[config.mk]
export PLATFORM = sky130hd
export DESIGN_NAME = regwin_ctrl
export DESIGN_NICKNAME = d
export VERILOG_FILES = /design/src/rtl/regwin_pkg.sv /design/src/rtl/regwin_decide.sv /design/src/rtl/regwin_ptr.sv /design/src/rtl/regwin_cnt.sv /design/src/rtl/regwin_trapreg.sv /design/src/rtl/regwin_ctrl.sv
export SDC_FILE = /design/constraint.sdc
export NUM_CORES = 1
export LEC_CHECK = 0
export CORE_MARGIN = 2
export CORE_UTILIZATION = 44
export DETAILED_ROUTE_END_ITERATION = 8
export MAX_ROUTING_LAYER = met4
export PLACE_DENSITY_LB_ADDON = 0.08
export SYNTH_ARGS = -nofsm -noshare
export SYNTH_HDL_FRONTEND = slang
export SYNTH_SLANG_ARGS = --single-unit
[constraint.sdc]
create_clock -name clk -period 3.45 [get_ports clk]
set_input_delay 0.69 -clock clk [delete_from_list [all_inputs] [get_ports clk]]
set_output_delay 0.69 -clock clk [all_outputs]
set_load 0.05 [all_outputs]
[src/rtl/regwin_pkg.sv]
// Package: shared encodings for the register window control unit.
// Assumes: op and trap codes are fixed by the block's port contract.
package regwin_pkg;

    typedef enum logic [1:0] {
        OP_SAVE    = 2'd0,
        OP_RESTORE = 2'd1,
        OP_RETURN  = 2'd2,
        OP_FLUSH   = 2'd3
    } win_op_t;

    typedef enum logic [2:0] {
        PS_HOLD = 3'd0,
        PS_INC1 = 3'd1,
        PS_INC2 = 3'd2,
        PS_DEC1 = 3'd3,
        PS_LOAD = 3'd4
    } ptr_step_t;

    typedef enum logic [1:0] {
        CA_NONE    = 2'd0,
        CA_SAVE    = 2'd1,
        CA_RESTORE = 2'd2
    } cnt_act_t;

    typedef enum logic [2:0] {
        TK_NONE    = 3'd0,
        TK_SPILL_N = 3'd1,
        TK_SPILL_O = 3'd2,
        TK_FILL_N  = 3'd3,
        TK_FILL_O  = 3'd4,
        TK_CLEAN   = 3'd5,
        TK_ALIGN   = 3'd6
    } trap_kind_t;

endpackage

[src/rtl/regwin_decide.sv]
// Module: regwin_decide
// Combinational decision for one cycle. It picks the pointer step, the
// counter action and any trap from the operation and the current state.
// Assumes: at most one of op_fire and tret_fire is high (the top gives the
// load priority).
module regwin_decide
    import regwin_pkg::*;
#(
    parameter int unsigned NWIN = 8,
    localparam int unsigned CW  = $clog2(NWIN)
) (
    input  logic          op_fire,
    input  logic [1:0]    op_code,
    input  logic [1:0]    ret_lo,
    input  logic          tret_fire,
    input  logic [CW-1:0] can_save,
    input  logic [CW-1:0] can_restore,
    input  logic [CW-1:0] other_win,
    input  logic [CW-1:0] clean_win,
    input  logic [5:0]    win_state,
    output ptr_step_t     step,
    output cnt_act_t      act,
    output logic          trap_fire,
    output trap_kind_t    trap_kind,
    output logic [2:0]    trap_sel
);

    localparam logic [CW-1:0] SAVE_FULL = CW'(NWIN - 2);

    win_op_t    op;
    logic       other_nz;
    logic [2:0] var_sel;
    trap_kind_t spill_kind;
    trap_kind_t fill_kind;

    assign op = win_op_t'(op_code);

    // Variant selection for spill and fill traps.
    always_comb begin
        other_nz   = |other_win;
        var_sel    = other_nz ? win_state[5:3] : win_state[2:0];
        spill_kind = other_nz ? TK_SPILL_O : TK_SPILL_N;
        fill_kind  = other_nz ? TK_FILL_O  : TK_FILL_N;
    end

    // Per-operation outcome: pointer step, counter action, trap.
    always_comb begin
        step      = PS_HOLD;
        act       = CA_NONE;
        trap_fire = 1'b0;
        trap_kind = TK_NONE;
        trap_sel  = 3'd0;
        if (tret_fire) begin
            step = PS_LOAD;
        end else if (op_fire) begin
            case (op)
                OP_SAVE: begin
                    if (can_save == '0) begin
                        step      = PS_INC2;
                        trap_fire = 1'b1;
                        trap_kind = spill_kind;
                        trap_sel  = var_sel;
                    end else if (clean_win == can_restore) begin
                        step      = PS_INC1;
                        trap_fire = 1'b1;
                        trap_kind = TK_CLEAN;
                    end else begin
                        step = PS_INC1;
                        act  = CA_SAVE;
                    end
                end
                OP_RESTORE, OP_RETURN: begin
                    if (op == OP_RETURN && ret_lo != 2'b00) begin
                        trap_fire = 1'b1;
                        trap_kind = TK_ALIGN;
                    end else begin
                        step = PS_DEC1;
                        if (can_restore == '0) begin
                            trap_fire = 1'b1;
                            trap_kind = fill_kind;
                            trap_sel  = var_sel;
                        end else begin
                            act = CA_RESTORE;
                        end
                    end
                end
                OP_FLUSH: begin
                    if (can_save == SAVE_FULL) begin
                        trap_fire = 1'b1;
                        trap_kind = spill_kind;
                        trap_sel  = var_sel;
                    end
                end
                default: begin
                    step = PS_HOLD;
                end
            endcase
        end
    end

    // A trap never pairs with a counter update in the same decision.
    always_comb begin
        assert_trap_no_count_R3 : assert (!(trap_fire && act != CA_NONE));
    end

endmodule

[src/rtl/regwin_ptr.sv]
// Module: regwin_ptr
// Current window pointer register with modulo-NWIN step arithmetic.
// Assumes: NWIN >= 4 and NWIN <= 2**CW.
module regwin_ptr
    import regwin_pkg::*;
#(
    parameter int unsigned NWIN = 8,
    localparam int unsigned CW  = $clog2(NWIN)
) (
    input  logic          clk,
    input  logic          rst_n,
    input  ptr_step_t     step,
    input  logic [4:0]    load_field,
    output logic [CW-1:0] cwp
);

    localparam logic [CW:0] NW_WIDE = (CW+1)'(NWIN);

    logic [CW:0]   sum2;
    logic [CW-1:0] nxt;

    // Next pointer value for each step kind, wrapped modulo NWIN.
    always_comb begin
        sum2 = {1'b0, cwp} + (CW+1)'(2);
        if (sum2 >= NW_WIDE) sum2 = sum2 - NW_WIDE;
        case (step)
            PS_INC1: nxt = (cwp == CW'(NWIN - 1)) ? '0 : cwp + CW'(1);
            PS_INC2: nxt = sum2[CW-1:0];
            PS_DEC1: nxt = (cwp == '0) ? CW'(NWIN - 1) : cwp - CW'(1);
            PS_LOAD: nxt = CW'(32'(load_field) % NWIN);
            default: nxt = cwp;
        endcase
    end

    // Pointer register.
    always_ff @(posedge clk) begin
        if (!rst_n) cwp <= '0;
        else        cwp <= nxt;
    end

    assert_ptr_range_R1 : assert property (@(posedge clk) disable iff (!rst_n)
        int'(cwp) < NWIN);

    assert_ptr_inc_R2 : assert property (@(posedge clk) disable iff (!rst_n)
        $past(rst_n) && $past(step) == PS_INC1
        |-> int'(cwp) == (int'($past(cwp)) + 1) % NWIN);

    assert_ptr_inc2_R3 : assert property (@(posedge clk) disable iff (!rst_n)
        $past(rst_n) && $past(step) == PS_INC2
        |-> int'(cwp) == (int'($past(cwp)) + 2) % NWIN);

    assert_ptr_dec_R6 : assert property (@(posedge clk) disable iff (!rst_n)
        $past(rst_n) && $past(step) == PS_DEC1
        |-> int'(cwp) == (int'($past(cwp)) + NWIN - 1) % NWIN);

endmodule

[src/rtl/regwin_cnt.sv]
// Module: regwin_cnt
// Save-available and restore-available counter pair. A save moves one unit
// from can_save to can_restore, and a restore moves it back.
// Assumes: the decision logic never requests an action that would wrap.
module regwin_cnt
    import regwin_pkg::*;
#(
    parameter int unsigned NWIN = 8,
    localparam int unsigned CW  = $clog2(NWIN)
) (
    input  logic          clk,
    input  logic          rst_n,
    input  cnt_act_t      act,
    output logic [CW-1:0] can_save,
    output logic [CW-1:0] can_restore
);

    // Counter pair update.
    always_ff @(posedge clk) begin
        if (!rst_n) begin
            can_save    <= CW'(NWIN - 2);
            can_restore <= '0;
        end else begin
            case (act)
                CA_SAVE: begin
                    can_save    <= can_save - CW'(1);
                    can_restore <= can_restore + CW'(1);
                end
                CA_RESTORE: begin
                    can_save    <= can_save + CW'(1);
                    can_restore <= can_restore - CW'(1);
                end
                default: begin
                    can_save    <= can_save;
                    can_restore <= can_restore;
                end
            endcase
        end
    end

    assert_pair_sum_R2 : assert property (@(posedge clk) disable iff (!rst_n)
        int'(can_save) + int'(can_restore) == NWIN - 2);

    assert_pair_hold_R7 : assert property (@(posedge clk) disable iff (!rst_n)
        $past(rst_n) && $past(act) == CA_NONE
        |-> $stable(can_save) && $stable(can_restore));

endmodule

[src/rtl/regwin_trapreg.sv]
// Module: regwin_trapreg
// Registers the trap request so that it is presented for one cycle after
// the operation that raised it.
// Assumes: kind is TK_NONE whenever fire is low.
module regwin_trapreg
    import regwin_pkg::*;
(
    input  logic       clk,
    input  logic       rst_n,
    input  logic       fire,
    input  trap_kind_t kind,
    input  logic [2:0] sel,
    output logic       trap_valid,
    output logic [2:0] trap_kind,
    output logic [2:0] trap_sel
);

    // One-cycle trap request register.
    always_ff @(posedge clk) begin
        if (!rst_n) begin
            trap_valid <= 1'b0;
            trap_kind  <= 3'd0;
            trap_sel   <= 3'd0;
        end else begin
            trap_valid <= fire;
            trap_kind  <= fire ? kind : 3'd0;
            trap_sel   <= fire ? sel  : 3'd0;
        end
    end

    assert_trap_cause_R10 : assert property (@(posedge clk) disable iff (!rst_n)
        trap_valid |-> $past(rst_n) && $past(fire));

    assert_trap_code_R10 : assert property (@(posedge clk) disable iff (!rst_n)
        trap_valid == (trap_kind != 3'd0));

endmodule

[src/rtl/regwin_ctrl.sv]
// Module: regwin_ctrl (top)
// Register window control unit. It tracks the window pointer and the
// save/restore availability counters, and performs save, restore, return
// and flush-windows. It raises spill, fill, clean-window and alignment
// trap requests, and accepts a trap-return pointer load.
// Assumes: other_win, clean_win and win_state are stable in the operation
// cycle. A trap-return load takes priority over an operation in the same
// cycle.
module regwin_ctrl
    import regwin_pkg::*;
#(
    parameter int unsigned NWIN = 8,
    localparam int unsigned CW  = $clog2(NWIN)
) (
    input  logic          clk,
    input  logic          rst_n,
    input  logic          op_valid,
    input  logic [1:0]    op_code,
    input  logic [1:0]    ret_lo,
    input  logic [CW-1:0] other_win,
    input  logic [CW-1:0] clean_win,
    input  logic [5:0]    win_state,
    input  logic          tret_valid,
    input  logic [4:0]    tret_lo,
    output logic [CW-1:0] cwp,
    output logic [CW-1:0] can_save,
    output logic [CW-1:0] can_restore,
    output logic          trap_valid,
    output logic [2:0]    trap_kind,
    output logic [2:0]    trap_sel
);

    logic       op_fire;
    ptr_step_t  step;
    cnt_act_t   act;
    logic       d_fire;
    trap_kind_t d_kind;
    logic [2:0] d_sel;

    // Priority: a trap-return load discards a same-cycle operation.
    always_comb op_fire = op_valid && !tret_valid;

    regwin_decide #(.NWIN(NWIN)) u_decide (
        .op_fire     (op_fire),
        .op_code     (op_code),
        .ret_lo      (ret_lo),
        .tret_fire   (tret_valid),
        .can_save    (can_save),
        .can_restore (can_restore),
        .other_win   (other_win),
        .clean_win   (clean_win),
        .win_state   (win_state),
        .step        (step),
        .act         (act),
        .trap_fire   (d_fire),
        .trap_kind   (d_kind),
        .trap_sel    (d_sel)
    );

    regwin_ptr #(.NWIN(NWIN)) u_ptr (
        .clk        (clk),
        .rst_n      (rst_n),
        .step       (step),
        .load_field (tret_lo),
        .cwp        (cwp)
    );

    regwin_cnt #(.NWIN(NWIN)) u_cnt (
        .clk         (clk),
        .rst_n       (rst_n),
        .act         (act),
        .can_save    (can_save),
        .can_restore (can_restore)
    );

    regwin_trapreg u_trap (
        .clk        (clk),
        .rst_n      (rst_n),
        .fire       (d_fire),
        .kind       (d_kind),
        .sel        (d_sel),
        .trap_valid (trap_valid),
        .trap_kind  (trap_kind),
        .trap_sel   (trap_sel)
    );

    assert_load_wins_R9 : assert property (@(posedge clk) disable iff (!rst_n)
        $past(rst_n) && $past(tret_valid)
        |-> !trap_valid && int'(cwp) == int'($past(tret_lo)) % NWIN
            && $stable(can_save));

    assert_align_hold_R8 : assert property (@(posedge clk) disable iff (!rst_n)
        $past(rst_n) && $past(op_fire) && $past(op_code) == 2'd2 && $past(ret_lo) != 2'b00
        |-> trap_valid && trap_kind == 3'd6 && $stable(cwp) && $stable(can_restore));

    assert_flush_hold_R7 : assert property (@(posedge clk) disable iff (!rst_n)
        $past(rst_n) && $past(op_fire) && $past(op_code) == 2'd3
        |-> $stable(cwp) && $stable(can_save));

    assert_idle_quiet_R10 : assert property (@(posedge clk) disable iff (!rst_n)
        $past(rst_n) && !$past(op_valid) |-> !trap_valid);

endmodule

==> results.toml, run 1 <==
[floorplanning]
die_h_um = 54.1
initial_core_util = 0.453
num_rows = 18
fp.dieArea_um2 = 2920
fp.dieW_um = 54.1
core_um2 = 2430
ioPinCount = 41

[yosys]
synth.distinct_cells = 43
synth_xor_xnor_area_share = 0.0636
synth_compound_area_frac = 0.204
async_flop_share = 0
synth-seq-area-share = 0.291
synth_top_family_by_area = "simple AND/OR/NAND/NOR gates"
synthMuxAreaShare = 0.0295
synth_fp_nets = 160
synthCells = 124
synth_edf_count = 0
ys_ff_latch = 16
synth-simple-area-share = 0.230
synth_top_flop_cell = "dfxtp_1"
synthAdderAreaFrac = 0.138
netlist_area_um2 = 1100
synth.avg_cell_area_um2 = 8.89
yosysWarnings = 0

[global_routing]
top_usage_layer = "met2"
grtUsageMet3 = 0.0444
grt_pass1_vias = 997
grt_usage = 0.203
grt_overflow = 0
grt_util_met1 = 0.248
grt_max_degree = 11
antenna_found_initial = 0
grtUsageMet2 = 0.331
grt_pass1_wl_mm = 4.23

[drt]
firstDrtPassIters = 4
routed_via_density = 5.28
route.detailed.drc = 0
drt_iter0_drc = 5
avgRoutedWirePerCell_um = 12.8
drtAntennaViolNets = 0
vias = 1035
wirelength_mm = 2.51

[final_layout]
layout-drive-gt1-share = 0.108
mostFrequentLayoutCells = "clkdlybuf4s50_1, dfxtp_1, nand2_1"
final_common_cell = "clkdlybuf4s50_1"
areaGrowthSynthToFinish_pct = 42.3
n_antenna_cell = 0
nNetsFinal = 203

[clock_network]
cts_buffers = 3
clk_pin_slew_ns = 0.09
cts_setup_buffers = 0
htree_num_levels = 1
clk_latency_ns = 0.30
cts_hold_buf = 0
cts_tree = "done"
cts.sinks = 16
cts_buffer_depth = 2
post_cts_resized = 0
cts-root-buf = "clkbuf_4"

[worst_setup_path]
crit_arrival_ns = 3.25
reg2regPathDepth = 8
setup.worst_path.end_class = "register"
crit_start = "op_code[1]"
cp_cell_sequence = "clkdlybuf4s50_1, ha_1, nor3b_4, nand3_2, nor2_1, ha_1, inv_1, fa_1, xor2_1, or3_1, a21boi_0"
start_kind = "input port"
path_common_cell = "ha_1"
cpPeakStageDelay_ns = 0.46
reg2reg_from = "u_cnt.can_save[0]"
slowest_stage = "clkdlybuf4s50_1"
crit_type = "input port to register"
path_max_fanout = 5
required_ns = 3.67

[timing]
fin_worst_skew_ns = 0.00739
relSlewSlack = 0.644
slew_viol_final = 0
min_period_ns = 3.03
tns_ns = 0
worst_pin_slew_ns = 0.530
max_freq_ghz = 0.330
fin_ws_ns = 0.424
finalHoldViolCount = 0
rsz0062_at_grt = "false"
finalCritPeriodShare = 0.877
finalSetupViolCount = 0

[placed_design]
hpwl_mm = 2.07
io_buffers = 38
preCtsSetupSlack_ns = 0.0975
gp_congestion = 0.862

[outcome]
outcome = "complete, no violations"

[power]
p_leak_nw = 0.626
max-vdd-ir-drop_mv = 0.301
pwr_density_cell_nw_per_um2 = 294

[run]
cap_viol_max_count = 0

[hold_path]
hold_start = "u_cnt.can_restore[2]"
hp-class = "register to register"
holdPathStages = 2
-- report_power, final --
part           total (W)  internal [W]  switching, W
Clock           0.000129     0.0000643     0.0000650
Combinational   0.000134     0.0000655     0.0000685
Sequential      0.000199      0.000191    0.00000747
-- stage by stage --
step / hold slack [ns] / utilization / instance area, um2 / std cells / power [W]
floorplan: 0.754 / - / 1100 / 124 / 0.000283
global placement: 0.530 / 0.630 / 1530 / 192 / 0.000333
detailed placement: 0.561 / 0.630 / 1530 / 192 / 0.000337
CTS: 0.580 / 0.645 / 1570 / 196 / 0.000464
global route: 0.615 / 0.645 / 1570 / 196 / 0.000485
finish: 0.573 / 0.645 / 1570 / 196 / 0.000462
-- metal layers --
layer / wire length [um] / up-vias
li1: - / 532
met1: 1170 / 474
met2: 1190 / 25
met3: 126 / 4
met4: 31 / 0
met5: 0 / -
-- worst max-delay path: cells and delay by family --
kind / cells / cell delay [ns]
AOI/OAI and AO/OA: 1 / 0.16
and+or+nand+nor: 4 / 0.88
buffers and inverters: 2 / 0.54
adders and majority gates: 3 / 0.82
xor gates and xnor gates: 1 / 0.15
-- logic make-up (layout without fill, tap and decap cells) --
kind of cell | after synthesis | after routing
simple gates | 43 | 43
compound gates | 31 | 31
flops | 16 | 16
buf+inv | 12 | 54
fa+ha+maj | 11 | 11
xor+xnor | 8 | 8
mux | 3 | 3
-- cells in the mapped netlist, types with 2 or more instances --
library cell | n | area share
ha_1 | 9 | 0.10
a31oi_1 | 2 | 0.011
nand3b_1 | 2 | 0.014
o211a_1 | 2 | 0.018
clkbuf_1 | 2 | 0.0068
mux2_2 | 2 | 0.020
nand2_1 | 14 | 0.048
nand3_1 | 4 | 0.018
nor2_1 | 2 | 0.0068
inv_1 | 8 | 0.027
and2_1 | 3 | 0.017
or3_1 | 4 | 0.023
dfxtp_1 | 16 | 0.29
and3_1 | 3 | 0.017
o21ai_0 | 9 | 0.041
xor2_1 | 3 | 0.024
buf_2 | 2 | 0.0091
fa_1 | 2 | 0.036
nor3_1 | 4 | 0.018
a21oi_1 | 4 | 0.018
xnor2_1 | 5 | 0.040
-- path summary, 6_finish.rpt --
path	to	slack [ns]
min	u_cnt.can_restore[2]	0.57
max reg2reg	u_cnt.can_restore[2]	1.10
max	u_cnt.can_restore[2]	0.42
min reg2reg	u_cnt.can_restore[2]	0.57
-- area by class of cell --
type                       count  area, um2
timing repair buffer          42        410
clock buffer                   4       36.3
sequential                    16        320
inverter                       8       30.0
multi-input combinational     96        734
tap                           30       37.5
fill                         214        863
-- registers in the layout, indices dropped and copies added (netlist names) --
name               cells
u_ptr.cwp              3
u_trap.trap_kind       3
u_cnt.can_save         3
u_trap.trap_valid      1
u_cnt.can_restore      3
u_trap.trap_sel        3
(Power assumes the default switching activity.)
==> inputs of run 2 (changes only) <==
--- a/config.mk
+++ b/config.mk
@@ -6,7 +6,7 @@
 export NUM_CORES = 1
 export LEC_CHECK = 0
 export CORE_MARGIN = 2
-export CORE_UTILIZATION = 44
+export CORE_UTILIZATION = 30
 export DETAILED_ROUTE_END_ITERATION = 8
 export MAX_ROUTING_LAYER = met4
 export PLACE_DENSITY_LB_ADDON = 0.08
==> run 2 against run 1 <==
Die area up 43%. Total power rose by 8.6%. Sequential power hardly changed.
==> results.toml, run 2 (same netlist as run 1, synthesis figures left out) <==
[global_routing]
grt_usage = 0.143
grt_pass1_vias = 1068
grt_pass1_wl_mm = 4.58
antenna_found_initial = 0
grt_max_degree = 11
grt_overflow = 0

[floorplanning]
initial_core_util = 0.306
fp.dieArea_um2 = 4180
die_h_um = 64.6
num_rows = 22
fp.dieW_um = 64.6
ioPinCount = 41
core_um2 = 3610

[timing]
worst_pin_slew_ns = 0.559
fin_worst_skew_ns = 0.00217
slew_viol_final = 0
max_freq_ghz = 0.332
min_period_ns = 3.01
finalSetupViolCount = 0
relSlewSlack = 0.624
fin_ws_ns = 0.436
finalHoldViolCount = 0
finalCritPeriodShare = 0.874
rsz0062_at_grt = "false"
tns_ns = 0

[power]
max-vdd-ir-drop_mv = 0.175
p_leak_nw = 0.638
pwr_density_cell_nw_per_um2 = 310
power_w = 0.000502

[final_layout]
final_common_cell = "clkdlybuf4s50_1"
n_antenna_cell = 0
fin_area_um2 = 1620
mostFrequentLayoutCells = "clkdlybuf4s50_1, dfxtp_1, nand2_1"
layout-drive-gt1-share = 0.114
nNetsFinal = 204
fillers = 375
final_util = 0.449
areaGrowthSynthToFinish_pct = 46.8

[placed_design]
preCtsSetupSlack_ns = 0.165
hpwl_mm = 2.14
gp_congestion = 0.719
placed_cell_area_um2 = 1560
io_buffers = 38

[worst_setup_path]
critPathTopFamily = "simple AND/OR/NAND/NOR gates"
reg2regPathDepth = 8
cp_cell_sequence = "clkdlybuf4s50_1, ha_1, nor3b_4, nand3_2, nor2_1, ha_1, inv_1, fa_1, xor2_1, or3_1, a21boi_0"
rrSetupSlack_ns = 1.09
path_common_cell = "ha_1"
slowest_stage = "clkdlybuf4s50_1"
path_max_fanout = 5
reg2reg_from = "u_cnt.can_save[0]"
path_buf_inv = 2
crit_type = "input port to register"
start_kind = "input port"
rr_endpoint = "u_cnt.can_restore[2]"
crit_arrival_ns = 3.19
setup.worst_path.end_class = "register"
cpPeakStageDelay_ns = 0.45
required_ns = 3.63

[outcome]
outcome = "complete, no violations"

[clock_network]
cts_hold_buf = 0
clk_latency_ns = 0.25
cts_buffers = 3
cts_tree = "done"
cts_buffer_depth = 2
cts.sinks = 16
htree_num_levels = 1
cts_setup_buffers = 0
clk_pin_slew_ns = 0.06
post_cts_resized = 0
cts-root-buf = "clkbuf_8"

[run]
cap_viol_max_count = 0

[hold_path]
min_to = "u_cnt.can_restore[2]"
hp-class = "register to register"
hold_start = "u_cnt.can_restore[2]"
holdPathStages = 2

[drt]
wirelength_mm = 2.64
drtAntennaViolNets = 0
firstDrtPassIters = 4
avgRoutedWirePerCell_um = 12.3
vias = 1039
route.detailed.drc = 0
routed_via_density = 4.83
drt_iter0_drc = 35
[run 2: changes by cell type in the layout (fill, tap and decap cells not counted)]
| cell | before | now |
|---|---|---|
| clkbuf_4 | 3 | 0 |
| clkbuf_8 | 1 | 4 |
| buf_4 | 4 | 5 |
[run 2: layer usage]
metal | share of wire | up-vias | track usage
met1 | 0.50 | 473 | 0.180
li1 | - | 532 | -
met2 | 0.44 | 30 | 0.229
met4 | 0.011 | 0 | 0.0479
met5 | 0 | - | -
met3 | 0.044 | 4 | 0.0295
[run 2: layout make-up]
type / count / area [um2] / share of cell area
Multi-Input combinational cell: 96 / 734 / 0.454
Timing Repair Buffer: 43 / 418 / 0.258
Sequential cell: 16 / 320 / 0.198
Tap cell: 48 / 60.1 / 0.0371
Clock buffer: 4 / 55.1 / 0.0340
Inverter: 8 / 30.0 / 0.0186
[run 2: through the flow]
step | std cells | hold WS, ns
floorplan | 124 | 0.754
global placement | 211 | 0.539
detailed placement | 211 | 0.579
CTS | 215 | 0.595
global route | 215 | 0.614
finish | 215 | 0.587
[run 2: worst max-delay path by stage]
stage          startpoint                   end  slack, ns  depth (start not counted)
2_1_floorplan  op_code[0]  u_cnt.can_restore[2]       0.71                         11
3_3_place_gp   op_code[1]  u_cnt.can_restore[2]       0.21                         11
3_5_place_dp   op_code[1]  u_cnt.can_restore[2]       0.16                         11
4_1_cts        op_code[1]  u_cnt.can_restore[2]       0.42                         11
5_1_grt        op_code[1]  u_cnt.can_restore[2]       0.15                         11
6_report       op_code[1]  u_cnt.can_restore[2]       0.44                         11
[run 2: worst reg2reg max path, cell delays in order, from the launching register on]
cell and delay, ns:
dfxtp_1 0.37, or3_1 0.51, nand4_1 0.15, ha_1 0.18, inv_1 0.08, fa_1 0.37, xor2_1 0.16, or3_1 0.31
a21boi_0 0.16
[run 2: power breakdown]
group	switching, W	total [W]	internal [W]	leakage, nW
clock	0.0000671	0.000168	0.000101	0.0288
combinational	0.0000685	0.000135	0.0000662	0.479
sequential	0.00000741	0.000199	0.000191	0.130
total	0.000143	0.000502	0.000359	0.638
==> inputs of run 3 (changes only) <==
--- a/config.mk
+++ b/config.mk
@@ -6,10 +6,11 @@
 export NUM_CORES = 1
 export LEC_CHECK = 0
 export CORE_MARGIN = 2
-export CORE_UTILIZATION = 30
+export CORE_UTILIZATION = 44
 export DETAILED_ROUTE_END_ITERATION = 8
 export MAX_ROUTING_LAYER = met4
 export PLACE_DENSITY_LB_ADDON = 0.08
+export SKIP_CTS_REPAIR_TIMING = 1
 export SYNTH_ARGS = -nofsm -noshare
 export SYNTH_HDL_FRONTEND = slang
 export SYNTH_SLANG_ARGS = --single-unit
==> results of run 3 <==
Same layout as run 1: the final DEF is identical, and so are final timing and power.
